$ cat config.mk
export PLATFORM = sky130hd
export DESIGN_NAME = stamp_timer
export DESIGN_NICKNAME = d
export VERILOG_FILES = /design/src/rtl/stamp_timer_pkg.sv /design/src/rtl/stamp_timer_decode.sv /design/src/rtl/stamp_timer_count.sv /design/src/rtl/stamp_timer_regs.sv /design/src/rtl/stamp_timer.sv
export SDC_FILE = /design/constraint.sdc
export NUM_CORES = 1
export LEC_CHECK = 0
export ABC_CLOCK_PERIOD_IN_PS = 2700
export BUFFER_PORTS_ARGS = -buffer_cell sky130_fd_sc_hd__buf_2
export CAP_MARGIN = 15
export CORE_MARGIN = 2
export CORE_UTILIZATION = 43
export CTS_BUF_LIST = sky130_fd_sc_hd__clkbuf_8 sky130_fd_sc_hd__clkbuf_16
export DETAILED_ROUTE_END_ITERATION = 8
export GPL_ROUTABILITY_DRIVEN = 0
export PLACE_DENSITY = 0.71
export SYNTH_ARGS = -nofsm -noshare
export SYNTH_HDL_FRONTEND = slang
export SYNTH_HIERARCHICAL = 1
export SYNTH_SLANG_ARGS = --single-unit
$ cat constraint.sdc
create_clock -name clk -period 2.7 [get_ports clk]
set_clock_uncertainty 0.1 [all_clocks]
set_input_delay 0.27 -clock clk [delete_from_list [all_inputs] [get_ports clk]]
set_output_delay 0.27 -clock clk [all_outputs]
set_load 0.03 [all_outputs]
$ cat src/rtl/stamp_timer_pkg.sv
package stamp_timer_pkg;

  // Decoded register access for one bus cycle
  typedef enum logic [2:0] {
    ACC_NONE   = 3'd0,
    ACC_LO_RD  = 3'd1,
    ACC_HI_RD  = 3'd2,
    ACC_HI_WR  = 3'd3,
    ACC_UNK_RD = 3'd4
  } acc_e;

  function automatic logic is_read(input acc_e a);
    return (a == ACC_LO_RD) || (a == ACC_HI_RD) || (a == ACC_UNK_RD);
  endfunction

endpackage

$ cat src/rtl/stamp_timer_decode.sv
module stamp_timer_decode
  import stamp_timer_pkg::*;
#(
  parameter int ADDR_W  = 8,
  parameter int LO_ADDR = 0,
  parameter int HI_ADDR = 4
) (
  input  logic              sel,
  input  logic              wr,
  input  logic [ADDR_W-1:0] addr,
  output acc_e              acc
);

  localparam logic [ADDR_W-1:0] LO_A = ADDR_W'(LO_ADDR);
  localparam logic [ADDR_W-1:0] HI_A = ADDR_W'(HI_ADDR);

  always_comb begin
    acc = ACC_NONE;
    if (sel) begin
      if (!wr) begin
        if (addr == LO_A)      acc = ACC_LO_RD;
        else if (addr == HI_A) acc = ACC_HI_RD;
        else                   acc = ACC_UNK_RD;
      end else if (addr == HI_A) begin
        acc = ACC_HI_WR;
      end
    end
  end

endmodule

$ cat src/rtl/stamp_timer_count.sv
module stamp_timer_count #(
  parameter int CNT_W = 40
) (
  input  logic             clk,
  input  logic             rst,
  input  logic             tick,
  input  logic             run,
  output logic [CNT_W-1:0] cnt
);

  logic step;
  assign step = tick & run;

  always_ff @(posedge clk) begin
    if (rst)       cnt <= '0;
    else if (step) cnt <= cnt + CNT_W'(1);
  end

  // no tick or no run flag means the count is frozen
  a_r2_hold: assert property (@(posedge clk) disable iff (rst)
    !(tick && run) |=> $stable(cnt));

  // one step per qualified tick, wrapping modulo 2**CNT_W
  a_r8_step_wrap: assert property (@(posedge clk) disable iff (rst)
    (tick && run) |=> (cnt == CNT_W'($past(cnt) + CNT_W'(1))));

endmodule

$ cat src/rtl/stamp_timer_regs.sv
module stamp_timer_regs
  import stamp_timer_pkg::*;
#(
  parameter int LO_W   = 32,
  parameter int HI_W   = 8,
  parameter int DATA_W = 32,
  parameter int EN_BIT = 8
) (
  input  logic                   clk,
  input  logic                   rst,
  input  acc_e                   acc,
  input  logic [LO_W+HI_W-1:0]   cnt,
  input  logic [DATA_W-1:0]      wdata,
  output logic                   run,
  output logic [DATA_W-1:0]      rd_data,
  output logic                   rd_valid
);

  localparam int CNT_W = LO_W + HI_W;

  logic [HI_W-1:0]   shadow;
  logic [DATA_W-1:0] lo_word;
  logic [DATA_W-1:0] hi_word;
  logic [DATA_W-1:0] rd_next;

  // Low word: bottom field of the live count, zero-extended
  assign lo_word = DATA_W'(cnt[LO_W-1:0]);

  // High word: frozen top field plus the run flag
  always_comb begin
    hi_word             = '0;
    hi_word[HI_W-1:0]   = shadow;
    hi_word[EN_BIT]     = run;
  end

  always_comb begin
    case (acc)
      ACC_LO_RD: rd_next = lo_word;
      ACC_HI_RD: rd_next = hi_word;
      default:   rd_next = '0;
    endcase
  end

  // Shadow and run flag
  always_ff @(posedge clk) begin
    if (rst) begin
      shadow <= '0;
      run    <= 1'b0;
    end else begin
      if (acc == ACC_LO_RD) shadow <= cnt[CNT_W-1:LO_W];
      if (acc == ACC_HI_WR) run    <= wdata[EN_BIT];
    end
  end

  // Registered read port
  always_ff @(posedge clk) begin
    if (rst) begin
      rd_data  <= '0;
      rd_valid <= 1'b0;
    end else begin
      rd_data  <= rd_next;
      rd_valid <= is_read(acc);
    end
  end

  // a low read freezes the top field of the count seen in that cycle
  a_r4_capture: assert property (@(posedge clk) disable iff (rst)
    (acc == ACC_LO_RD) |=> (shadow == $past(cnt[CNT_W-1:LO_W])));

  // the shadow moves only on a low read
  a_r6_shadow_kept: assert property (@(posedge clk) disable iff (rst)
    (acc != ACC_LO_RD) |=> $stable(shadow));

  // the run flag moves only on a high write
  a_r6_run_kept: assert property (@(posedge clk) disable iff (rst)
    (acc != ACC_HI_WR) |=> $stable(run));

  // data is zero whenever no read result is presented
  a_r9_idle_zero: assert property (@(posedge clk) disable iff (rst)
    !rd_valid |-> (rd_data == '0));

  // bits above the low field never appear on a low read
  a_r3_lo_upper_zero: assert property (@(posedge clk) disable iff (rst)
    (acc == ACC_LO_RD) |=> ((rd_data >> LO_W) == '0));

endmodule

$ cat src/rtl/stamp_timer.sv
module stamp_timer
  import stamp_timer_pkg::*;
#(
  parameter int LO_W    = 32,
  parameter int HI_W    = 8,
  parameter int DATA_W  = 32,
  parameter int ADDR_W  = 8,
  parameter int LO_ADDR = 0,
  parameter int HI_ADDR = 4,
  parameter int EN_BIT  = 8
) (
  input  logic              clk,
  input  logic              rst,
  input  logic              tick_en,
  input  logic              bus_sel,
  input  logic              bus_wr,
  input  logic [ADDR_W-1:0] bus_addr,
  input  logic [DATA_W-1:0] bus_wdata,
  output logic [DATA_W-1:0] rd_data,
  output logic              rd_valid
);

  localparam int CNT_W = LO_W + HI_W;

  acc_e             acc;
  logic             run;
  logic [CNT_W-1:0] cnt;

  stamp_timer_decode #(
    .ADDR_W  (ADDR_W),
    .LO_ADDR (LO_ADDR),
    .HI_ADDR (HI_ADDR)
  ) u_decode (
    .sel  (bus_sel),
    .wr   (bus_wr),
    .addr (bus_addr),
    .acc  (acc)
  );

  stamp_timer_count #(
    .CNT_W (CNT_W)
  ) u_count (
    .clk  (clk),
    .rst  (rst),
    .tick (tick_en),
    .run  (run),
    .cnt  (cnt)
  );

  stamp_timer_regs #(
    .LO_W   (LO_W),
    .HI_W   (HI_W),
    .DATA_W (DATA_W),
    .EN_BIT (EN_BIT)
  ) u_regs (
    .clk      (clk),
    .rst      (rst),
    .acc      (acc),
    .cnt      (cnt),
    .wdata    (bus_wdata),
    .run      (run),
    .rd_data  (rd_data),
    .rd_valid (rd_valid)
  );

  // a read result appears exactly one cycle after each read access
  a_r9_valid_timing: assert property (@(posedge clk) disable iff (rst)
    rd_valid == $past(bus_sel && !bus_wr));

  // reset leaves the read port idle
  a_r1_reset_idle: assert property (@(posedge clk)
    $past(rst) |-> (!rd_valid && rd_data == '0));

endmodule

### Word level (Yosys, flattened, before mapping)

Cells that the tools add are included.

* output and inout bits: 33
* bits in registers: 82

* mux-type cells: 6
* bitwise operators: 1
* $add $sub $neg: 1
* equal/unequal tests: 5
* reduce and logical (&&, ||, !) cells: 3

Operators with widths (number)
* case mux 32 bit (2 select lines): 1
* adder 40 x 1 -> 40 bit, second input constant: 1
* two-way mux 3 bit: 4
* == test 8 x 3 -> 1 bit, second input constant: 1
* logical NOT 8 bit: 1
* == test 3 x 2 -> 1 bit, second input constant: 2
* == test 3 x 1 -> 1 bit, second input constant: 1
* == test 3 bit, second input constant: 1
* logical OR 1 bit: 2
* two-way mux 2 bit: 1
* AND 1 bit: 1

### Longest topological paths before layout

* depth after elaboration: 8
* depth in mapped cells: 7

### Hierarchy

Netlist, hierarchy kept.

Modules (own cells, without submodules)
* stamp_timer_count: instances 1, cells each 245, area an instance 2050.7 um^2
* stamp_timer_regs: instances 1, cells each 137, area an instance 1495.2 um^2
* stamp_timer_decode: instances 1, cells each 8, area an instance 61.3 um^2

### Worst setup path before layout

Ideal clock, no wire load.

* kind: register to register
* start point: register u_count.cnt[0]
* end point: register u_count.cnt[28]
* setup slack: 556 ps
* stages on the path, launching flop included: 8
* path buffers: 2
* setup time: 121 ps
* arrival time: 1924 ps
* data required time: 2479 ps
* cells stage by stage: dfxtp_1 ha_1 nand3_1 or4_1 buf_2 buf_2 nor3_1 mux2_2

* word-level cells in the longest chain between the ends: 1

Ends and longest elaborated chain
* start, declared: line stamp_timer_count.sv:8 `output logic [CNT_W-1:0] cnt`
* start signal, assigned: line stamp_timer_count.sv:16 `else if (step) cnt <= cnt + CNT_W'(1);`
* adder 40 x 1 -> 40 bit: line stamp_timer_count.sv:16

Every way passes these cells.
A chain may end at the register's enable or synchronous reset.

### Final worst setup path

* start point: register u_count.cnt[0]
* end point: register u_count.cnt[20]

Same word-level chain as after synthesis.

==> impl_metrics.toml <==
[cells_and_area]
final_area_um2 = 4210
antenna_cells = 0
nNetsFinal = 479
final_layout_size_suffix_gt1_share_pct = 19.9
area_growth_pct = 16.8

[worst_setup_path]
cp-start-kind = "flop"
required_ns = 2.84
crit_chain = "ha_1 > nand3_1 > or4_1 > buf_4 > nor4_1 > mux2_1"
slowest_delay_ns = 0.55
worst_path_max_delay_cell = "or4_1"
worst-setup-path-type = "flop to flop"
crit_path_end_kind = "flop"
arrival_ns = 2.51
worstPathMaxFanout = 18

[sta]
max_slew_margin_pct = 57.7
max_freq_mhz = 422
tns_ns = 0
rsz0062_at_grt = "no"
fin_crit_ns = 2.37
setup_viol = 0
timing_hold_violations_final = 0
final_max_slew_viol_count = 0
worst_slew_pin_slew_ns = 0.635
fin_crit_sh_pct = 87.8

[global_route]
grt_remaining_overflow = 0
grt_pass1_wl_mm = 11.8
grt_max_degree = 46
grt_pass1_vias = 2545
antenna_found_initial = 0
grtUsageTotal_pct = 16.6

[drt]
routed_wirelength_mm = 7.18
drt_iter0_markers = 182
wl_per_cell_um = 13.2
dr.pass1.iters = 4
vias_per_cell = 5.22
drtAntennaViolNets = 0
vias = 2834
drcViolationCount = 0

[clocking]
cts_root_buf = "clkbuf_8"
hold_buffers = 0
cts_tree = "yes"
worstSkewPairLatency_ns = 0.35
h-tree-depth = 3
cts.sinks = 82
post_cts_buffers = 0
path_clk_slew_ns = 0.08
cts_resized = 0
cts_inserted_buffers = 9
clockBufferDepth = 2

[placed_design]
port_buffers = 46
hpwlAfterDp_mm = 4.84
postPlaceCellArea_um2 = 3950

[yosys]
syn-num-nets = 436
async_reset_ff_share_pct = 0
avgSynthCellArea_um2 = 9.25
yosys_warnings = 6
synth_area_leaders = "dfxtp_1, and2_1, nand3b_1"
synth_common_cells = "dfxtp_1, nor2_1, and2_1"
ys_seq_area_share_pct = 45.5
synth_top_cell_by_area = "dfxtp_1"
synth_top_area_share_pct = 45.5
ys_ff_latch = 82
syn_area_um2 = 3610
synth_ff_type = "dfxtp_1"
syn_inst = 390
synth_edf_count = 0
synth_cell_type_count = 41
synth_most_common_cell = "dfxtp_1"

[power]
p_per_area_nw_per_um2 = 575
clkPwrFrac_pct = 47.9
switching_share_pct = 19.9
p_leak_nw = 1.60
pwr-share-seq_pct = 49.9
power.switching_w = 0.000482
p_int_w = 0.00194
power_frac_comb_pct = 2.2
ir_worst_vdd_mv = 0.293

[outcome]
status = "completed"

[die]
io_pins = 78
dieArea_um2 = 9140
core_um2 = 8180
die_w_um = 95.6
rows = 33
fp.dieH_um = 95.6
start_util_pct = 44.1

[worst_hold_path]
hp-class = "input port to flop"

[run]
cap_violations = 0
## area by class of cell
cell class              count  area [um2]
well taps                 105         131
clock buffers               9         124
multi-input cells         278        1830
repair buffers             57         325
fillers                   758        3960
flip-flops and latches     82        1640
inverters                   5        18.8
clock inverters             7         141
## cell usage in the layout, fill, tap and decap left out, types with 8 or more instances in the layout
cell type | synthesis | layout
mux2_1 | 8 | 8
nor3_1 | 11 | 9
nor2_1 | 30 | 30
nand3_1 | 13 | 13
buf_2 | 5 | 46
mux2_2 | 8 | 8
nand2_1 | 19 | 19
buf_4 | 1 | 10
dfxtp_1 | 82 | 82
mux2i_1 | 9 | 9
xor2_1 | 12 | 12
and2_1 | 25 | 25
nand2b_1 | 18 | 18
nor2b_1 | 16 | 16
clkbuf_8 | 0 | 9
a21oi_1 | 21 | 21
nand4_1 | 11 | 11
nand3b_1 | 19 | 19
## stage by stage
stage	setup slack, ns	hold WS, ns	utilization (%)	cells	total power (W)
after floorplan	0.556	0.322	-	390	0.00127
after global placement	0.406	0.366	48.3	527	0.00129
after detailed placement	0.380	0.373	48.3	527	0.00129
after CTS	0.352	0.0797	51.5	543	0.00244
after global routing	0.205	0.0969	51.5	543	0.00250
final	0.330	0.0980	51.5	543	0.00242
## sequential cells by signal, indices dropped and copies added (netlist names)
name	count
u_regs/rd_data	32
u_regs/rd_valid	1
u_regs/run	1
u_count/cnt	40
u_regs/shadow	8
## power by group through the flow
| stage | Sequential (W) | Clock (W) | Combinational [W] |
|---|---|---|---|
| global placement | 0.00124 | 0 | 0.0000514 |
| detailed placement | 0.00124 | 0 | 0.0000530 |
| CTS | 0.00121 | 0.00118 | 0.0000533 |
| finish | 0.00121 | 0.00116 | 0.0000535 |
| global route | 0.00121 | 0.00123 | 0.0000589 |
| floorplan | 0.00124 | 0 | 0.0000313 |
## critical path: cells and delay by family (launching register included)
family	cells	cell delay, ns
and+or+nand+nor	3	1.02
adders and majority gates	1	0.18
DFF	1	0.40
muxes	1	0.35
buffers and inverters	1	0.22
## logic make-up after synthesis
| logic type | count (synthesis) | synth area share (%) |
|---|---|---|
| and+or+nand+nor | 203 | 33.7 |
| DFF | 82 | 45.5 |
| AOI/OAI and AO/OA | 35 | 5.55 |
| buffers and inverters | 30 | 4.02 |
| muxes | 25 | 7.49 |
| xor gates and xnor gates | 14 | 3.40 |
| adders and majority gates | 1 | 0.347 |
## final timing paths
path / cells past startpoint / startpoint / slack [ns] / end
hold reg to reg: 2 / u_regs/shadow[0] / 0.39 / u_regs/shadow[0]
hold / removal: 3 / bus_wdata[8] / 0.1 / u_regs/run
setup reg to reg: 6 / u_count/cnt[0] / 0.33 / u_count/cnt[20]
setup / recovery: 6 / u_count/cnt[0] / 0.33 / u_count/cnt[20]
## metal layers
| metal | wire length, um | global-route usage (%) | vias to the layer above |
|---|---|---|---|
| met3 | 240 | 4.27 | 10 |
| met4 | 99 | 6.55 | 0 |
| met5 | 0 | 0 | - |
| met2 | 3440 | 26.6 | 52 |
| li1 | - | - | 1446 |
| met1 | 3400 | 21.3 | 1326 |
Power figures use the tool's default switching activity.
